**src/rtl/sd_pkg.sv**
```systemverilog
package sd_pkg;

  typedef enum logic [1:0] {
    MODE_NORMAL  = 2'd0,
    MODE_NOCOMMA = 2'd1,
    MODE_LOOP    = 2'd2
  } sd_mode_e;

  typedef struct packed {
    logic zo_en;   // all-zeros / all-ones check active
    logic cm_en;   // comma presence check active
  } sd_checks_t;

  function automatic sd_mode_e mode_decode(input logic wrap, input logic ign);
    if (wrap)     return MODE_LOOP;
    else if (ign) return MODE_NOCOMMA;
    else          return MODE_NORMAL;
  endfunction

  function automatic sd_checks_t mode_checks(input sd_mode_e m);
    sd_checks_t c;
    c.zo_en = (m != MODE_LOOP);
    c.cm_en = (m == MODE_NORMAL);
    return c;
  endfunction

endpackage

```
**src/rtl/sd_sync.sv**
```systemverilog
module sd_sync #(
  parameter int STAGES = 2
) (
  input  logic clk,
  input  logic rst,
  input  logic d,
  output logic q
);
  logic [STAGES-1:0] sh;

  always_ff @(posedge clk) begin
    if (rst) sh <= '0;
    else     sh <= {sh[STAGES-2:0], d};
  end

  assign q = sh[STAGES-1];
endmodule

```
**src/rtl/sd_comma_mon.sv**
```systemverilog
module sd_comma_mon #(
  parameter int          CHAR_W = 10,
  parameter int          WINDOW = 65560,
  parameter logic [9:0]  COMMA  = 10'h17C
) (
  input  logic              clk,
  input  logic              rst,
  input  logic [CHAR_W-1:0] ch,
  output logic              comma_ok
);
  localparam int CW = $clog2(WINDOW);

  logic [CW-1:0] wc;
  logic          seen;
  logic          hit;
  logic          win_end;

  assign hit     = (ch == CHAR_W'(COMMA));
  assign win_end = (wc == CW'(WINDOW - 1));

  always_ff @(posedge clk) begin
    if (rst) begin
      wc       <= '0;
      seen     <= 1'b0;
      comma_ok <= 1'b0;
    end else if (win_end) begin
      wc       <= '0;
      seen     <= 1'b0;
      comma_ok <= seen | hit;
    end else begin
      wc       <= wc + 1'b1;
      seen     <= seen | hit;
    end
  end

  // the verdict only moves at a window boundary
  p_comma_window_r6: assert property (@(posedge clk) disable iff (rst)
    (wc != '0) |-> $stable(comma_ok));
endmodule

```
**src/rtl/sd_period_eval.sv**
```systemverilog
module sd_period_eval
  import sd_pkg::*;
#(
  parameter int CHAR_W = 10,
  parameter int PERIOD = 4
) (
  input  logic              clk,
  input  logic              rst,
  input  logic [CHAR_W-1:0] ch,
  input  logic              trans_s,
  input  logic              comma_ok,
  input  logic              wrap_en,
  input  logic              comma_ign_en,
  output logic              sig_ok
);
  localparam int PW = $clog2(PERIOD);

  logic [PW-1:0] ph;
  logic          acc_fail;
  sd_mode_e      mode_q;
  sd_checks_t    chk;
  logic          is_zero, is_ones, zo_hit, bad_now, comma_fail, last;

  assign chk        = mode_checks(mode_q);
  assign is_zero    = (ch == '0);
  assign is_ones    = &ch;
  assign zo_hit     = chk.zo_en && (is_zero || is_ones);
  assign bad_now    = !trans_s || zo_hit;
  assign comma_fail = chk.cm_en && !comma_ok;
  assign last       = (ph == PW'(PERIOD - 1));

  always_ff @(posedge clk) begin
    if (rst) begin
      ph       <= '0;
      acc_fail <= 1'b0;
      sig_ok   <= 1'b0;
      mode_q   <= MODE_NORMAL;
    end else if (last) begin
      ph       <= '0;
      acc_fail <= 1'b0;
      sig_ok   <= !(acc_fail || bad_now || comma_fail);
      mode_q   <= mode_decode(wrap_en, comma_ign_en);
    end else begin
      ph       <= ph + 1'b1;
      acc_fail <= acc_fail || bad_now;
    end
  end

  p_hold_r2: assert property (@(posedge clk) disable iff (rst)
    (ph != '0) |-> $stable(sig_ok));

  p_trans_low_r3: assert property (@(posedge clk) disable iff (rst)
    (last && !trans_s) |=> !sig_ok);

  p_zero_fail_r4: assert property (@(posedge clk) disable iff (rst)
    (last && chk.zo_en && is_zero) |=> !sig_ok);

  p_ones_fail_r5: assert property (@(posedge clk) disable iff (rst)
    (last && chk.zo_en && is_ones) |=> !sig_ok);

  p_comma_fail_r6: assert property (@(posedge clk) disable iff (rst)
    (last && chk.cm_en && !comma_ok) |=> !sig_ok);

  p_loop_mask_r8: assert property (@(posedge clk) disable iff (rst)
    (mode_q == MODE_LOOP) |-> !chk.zo_en && !chk.cm_en);
endmodule

```
**src/rtl/sigdet_qualifier.sv**
```systemverilog
module sigdet_qualifier #(
  parameter int CHAR_W      = 10,
  parameter int PERIOD      = 4,
  parameter int WINDOW      = 65560,
  parameter int SYNC_STAGES = 2
) (
  input  logic              clk,
  input  logic              rst,
  input  logic [CHAR_W-1:0] rx_char,
  input  logic              rx_trans,
  input  logic              wrap_en,
  input  logic              comma_ign_en,
  output logic [CHAR_W-1:0] char_out,
  output logic              sig_ok
);
  logic trans_s;
  logic comma_ok;

  assign char_out = rx_char;

  sd_sync #(.STAGES(SYNC_STAGES)) u_sync (
    .clk (clk),
    .rst (rst),
    .d   (rx_trans),
    .q   (trans_s)
  );

  sd_comma_mon #(.CHAR_W(CHAR_W), .WINDOW(WINDOW)) u_comma (
    .clk      (clk),
    .rst      (rst),
    .ch       (rx_char),
    .comma_ok (comma_ok)
  );

  sd_period_eval #(.CHAR_W(CHAR_W), .PERIOD(PERIOD)) u_eval (
    .clk          (clk),
    .rst          (rst),
    .ch           (rx_char),
    .trans_s      (trans_s),
    .comma_ok     (comma_ok),
    .wrap_en      (wrap_en),
    .comma_ign_en (comma_ign_en),
    .sig_ok       (sig_ok)
  );
endmodule

```
**config.mk**
```make
export PLATFORM = sky130hd
export DESIGN_NAME = sigdet_qualifier
export DESIGN_NICKNAME = d
export VERILOG_FILES = /design/src/rtl/sd_pkg.sv /design/src/rtl/sd_sync.sv /design/src/rtl/sd_comma_mon.sv /design/src/rtl/sd_period_eval.sv /design/src/rtl/sigdet_qualifier.sv
export SDC_FILE = /design/constraint.sdc
export NUM_CORES = 1
export LEC_CHECK = 0
export CORE_UTILIZATION = 30
export DETAILED_ROUTE_END_ITERATION = 8
export PLACE_DENSITY_LB_ADDON = 0.12
export SLEW_MARGIN = 25
export SYNTH_ARGS = -nofsm -noshare
export SYNTH_HDL_FRONTEND = slang
export SYNTH_SLANG_ARGS = --single-unit
```
**constraint.sdc**
```tcl
create_clock -name clk -period 4.86 [get_ports clk]
set_clock_uncertainty 0.1 [all_clocks]
set_input_delay 1.215 -clock clk [delete_from_list [all_inputs] [get_ports clk]]
set_output_delay 1.215 -clock clk [all_outputs]
set_load 0.03 [all_outputs]
```
======== After elaboration in Yosys (flattened, before gate mapping) ========
Index checks and enable logic that the tools add are counted.
Widths: inputs -> output; s select.
word-level totals
  logic and storage cells ................. 31
  input port bits ......................... 15
  RAM bits ................................ 0
  bits in read-only memories .............. 0
  memories kept ........................... 0
  bits in latches ......................... 0
  register bits after elaboration ......... 27
operators by class
  bitwise gates (word level) .............. 1
  div/mod/pow operators ................... 0
  multiplexer cells ....................... 2
  add/subtract/negate cells ............... 2
  multipliers ............................. 0
  reductions and logical operators ........ 14
  shift operators ......................... 0
  equality and inequality tests ........... 4
  order comparisons ....................... 0
operators with widths
  kind                   number
  $add 17x1->17 const B  1
  $eq 17x17->1 const B   1
  $eq 10x9->1 const B    1
  $logic_not 10->1       1
  $reduce_and 10->1      1
  $logic_or 1x1->1       4
  $reduce_or 2->1        2
  $logic_not 1->1        3
  $add 2x1->2 const B    1
  $eq 2x2->1 const B     1
  $logic_and 1x1->1      2
  $logic_not 2->1        1
  $mux 2                 1
  $ne 2x2->1 const B     1
  $mux 1                 1
  $or 1x1->1             1

======== Depth between registers and ports, before layout ========
  word-level depth ........................ 7
  depth in mapped cells ................... 7

======== By module ========
From an unflattened synthesis, not the netlist that was laid out.
second synthesis, totals
  cells, all modules ...................... 144
  area, all modules ....................... 1313.8 sq um
by module, submodules not included
  module            times used  cells each  area an instance (sq um)
  sd_comma_mon      1           100         885.8
  sd_period_eval    1           30          300.3
  sigdet_qualifier  1           10          75.1
  sd_sync           1           4           52.6

======== Least setup slack after synthesis ========
Ideal clock, no wire load.
  path kind ............................... in2out
  from .................................... input port rx_char[0]
  to ...................................... output port char_out[0]
  path buffers ............................ 1
  path slack .............................. 2.185 ns
  cell stages on the path ................. 1
  data arrival time ....................... 1.360 ns
  required time ........................... 3.545 ns
  cell sequence ........................... buf_4
RTL lines
  item                line                    text
  start: declaration  sigdet_qualifier.sv:9   input logic [CHAR_W-1:0] rx_char,
  end: declaration    sigdet_qualifier.sv:13  output logic [CHAR_W-1:0] char_out,
No word-level cell between the ends.

======== Worst setup path in the final report ========
  from .................................... input port rx_char[1]
  to ...................................... output port char_out[1]
No word-level cell between the ends.

==> key figures <==
Status
  – Status: complete, no violations

Power
  – Power per cell area: 268 mW/mm^2
  – Leak pwr: 0.509 nW
  – Peak supply drop: 0.175 mV

Placement
  – GP Congestion: 0.736
  – PortBufs: 25
  – Worst slack, placed: 1.14 ns
  – Dpl hpwl: 1.76 mm

Finish
  – Final net count: 171
  – Final Util: 37.8%
  – Commonest non-fill, non-tap cell in the layout: dfxtp_1
  – Sequential cell area: 541 sq um
  – Most frequent cells in the layout: dfxtp_1 (27), clkdlybuf4s50_1 (25), nor2_1 (17)
  – # fillers: 418
  – Share of post-route cells with drive strength above 1: 5.88%
  – Footprint of the multi-input gates: 622 sq um
  – Area growth, synth to finish: 19.5%
  – Antenna cells: 0

Worst setup path
  – Delay of the slowest critical-path stage: 0.68 ns
  – CP Capture Type: primary output
  – Slowest stage cell on the critical path: clkdlybuf4s50_1
  – Critical path's most frequent cell: clkdlybuf4s50_1
  – CP Buf/Inv Count: 2
  – WP data arrival: 2.40 ns
  – Critical path type: input port to primary output
  – Worst-path cell chain: clkdlybuf4s50_1 > clkdlybuf4s50_1
  – Crit-path leading delay family: buffers and inverters
  – CP Data Required Time: 3.54 ns
  – Crit path launch type: input port
  – Worst Path Max Fanout: 3

Synth
  – Post-synthesis cell count: 140
  – Async SR Flop Fraction: 0%
  – Yosys warns: 0
  – Main area contributors after synthesis: dfxtp_1 (42%), buf_4 (6.4%), nor2_1 (5.0%), nand4_1 (4.9%), xor2_1 (4.8%)
  – Yosys reg bits: 27
  – Yosys top cell area share: 42.1%
  – Yosys top cell by area: dfxtp_1
  – Net Count, Synth: 157
  – Post-Syn Area per Cell: 9.18 sq um
  – Sequential fraction of the synthesis area: 42.1%
  – Synth cell types: 35
  – Top_reg_cell synth: dfxtp_1
  – Post-Syn Area: 0.00128 sq mm
  – Number of flops mapped to enable cells by yosys: 0

Worst hold path
  – Worst hold-check path type: flop to flop

GRT
  – Gr usage total: 11.0%
  – Number of global-route vias before repair: 850
  – Initial antenna violation count: 0
  – GRT overflow: 0
  – First-pass GRT wire length: 3.77 mm
  – Largest net degree at the start of global routing: 19

Clocking
  – H-tree depth: 1
  – Number of setup buffers added after CTS: 0
  – CTS tree: done
  – TritonCTS buffer count: 3
  – CTS Hold Buffers Added: 0
  – Clk root buf: clkbuf_8
  – Clock Tree Buf Depth: 2
  – Skew-Pair Late Insertion Delay: 0.27 ns
  – CTS Sinks: 27
  – CTS-repair resized insts: 0
  – Clock Pin Slew Worst Setup and Hold Paths: 0.10 ns

Run
  – Max-cap violations: 0

Timing
  – Final setup margin: 1.15 ns
  – Period utilisation layout: 76.4%
  – Final Max Tran Viols: 0
  – Unrepaired setup endpoints after global routing: no
  – Min Tclk post-route: 3.71 ns
  – Fmax: 0.269 GHz
  – Final hold slack: 0.335 ns
  – Tightest Pin Transition: 0.694 ns
  – Final setup viols: 0
  – Setup TNS: 0 ns
  – Relative slew slack: 53.8%
  – Final Hold Viols: 0

Route
  – DRT iter0 DRCs: 12
  – Wirelength, routed: 2.33 mm
  – Via count: 965
  – WL/cell: 11.5 microns
  – ANT nets after route: 0
  – Vias per inst: 4.75
  – DRC: 0
  – Pre-antenna DRT Iters: 4

Die
  – Die X: 67.4 microns
  – Chip height: 67.4 microns
  – Initial core utilization: 31.7%
  – Die ar.: 0.00455 sq mm
  – Core box area: 0.00406 sq mm
  – FP Rows: 23
  – IO Pins: 26
==> path summary, 6_finish.rpt <==
check | from | endpoint | slack [ns] | depth (start not counted)
setup / recovery | rx_char[1] | char_out[1] | 1.15 | 2
hold / removal | u_eval.ph[0] | u_eval.ph[0] | 0.34 | 1
hold reg to reg | u_eval.ph[0] | u_eval.ph[0] | 0.34 | 1
setup reg to reg | u_comma.wc[0] | u_comma.wc[9] | 2.89 | 5
==> state kept, by name, summed over array words and instances, names as in the netlist <==
signal            cells
u_eval.ph             2
u_eval.sig_ok         1
u_comma.comma_ok      1
u_eval.mode_q         2
u_comma.wc           17
u_sync.sh             2
u_comma.seen          1
u_eval.acc_fail       1
==> per-layer routing <==
metal | global-route usage, % | share of wire (%) | vias to the layer above
met5 | 0 | 0 | -
met4 | 5.59 | 1.4 | 0
met3 | 2.03 | 3.0 | 4
met2 | 16.4 | 43 | 21
met1 | 15.1 | 52 | 433
li1 | - | - | 507
==> per-stage QoR <==
| stage | total power [mW] | area [sq um] | cells |
|---|---|---|---|
| 4_1_cts | 0.418 | 1540 | 203 |
| 5_1_grt | 0.427 | 1540 | 203 |
| 2_1_floorplan | 0.268 | 1280 | 140 |
| 3_3_place_gp | 0.284 | 1490 | 199 |
| 3_5_place_dp | 0.286 | 1490 | 199 |
| 6_report | 0.412 | 1540 | 203 |
==> cell usage after synthesis, drive strengths merged (2+ instances only) <==
| library cell | count |
|---|---|
| inv | 3 |
| mux2i | 2 |
| or4 | 3 |
| and4 | 3 |
| nor2b | 3 |
| buf | 14 |
| o21ai | 3 |
| or3 | 3 |
| dfxtp | 27 |
| nor3 | 5 |
| xnor2 | 5 |
| nand2b | 3 |
| nand3 | 3 |
| nor2 | 17 |
| a21oi | 5 |
| nor4 | 3 |
| xor2 | 7 |
| ha | 2 |
| nor4b | 4 |
| clkbuf | 2 |
| nand3b | 2 |
| nand2 | 5 |
| nand4 | 10 |
==> cells by family (layout without fill, tap and decap cells) <==
group	count (synthesis)	after routing	synth area share [%]
AO/OA/AOI/OAI	9	9	3.70
XOR/XNOR	12	12	8.18
adder cells (fa/ha/maj)	2	2	1.95
buffers and inverters	19	32	9.54
flip-flops	27	27	42.1
multiplexers	2	2	1.56
AND/OR/NAND/NOR	69	69	33.0
==> where the power goes <==
group          total [mW]  switching, mW  internal (mW)
clock               0.132         0.0736         0.0582
sequential          0.231        0.00385          0.227
combinational      0.0484         0.0232         0.0252
total               0.412          0.101          0.311
==> layout make-up <==
type,count,area share (%)
clock buffers,3,2.69
flip-flops and latches,27,35.2
well taps,50,4.07
multi-input cells,94,40.5
clock inverters,1,0.489
inverters,3,0.733
repair buffers,25,16.3
Note: power is estimated with default switching activity, not from simulation.
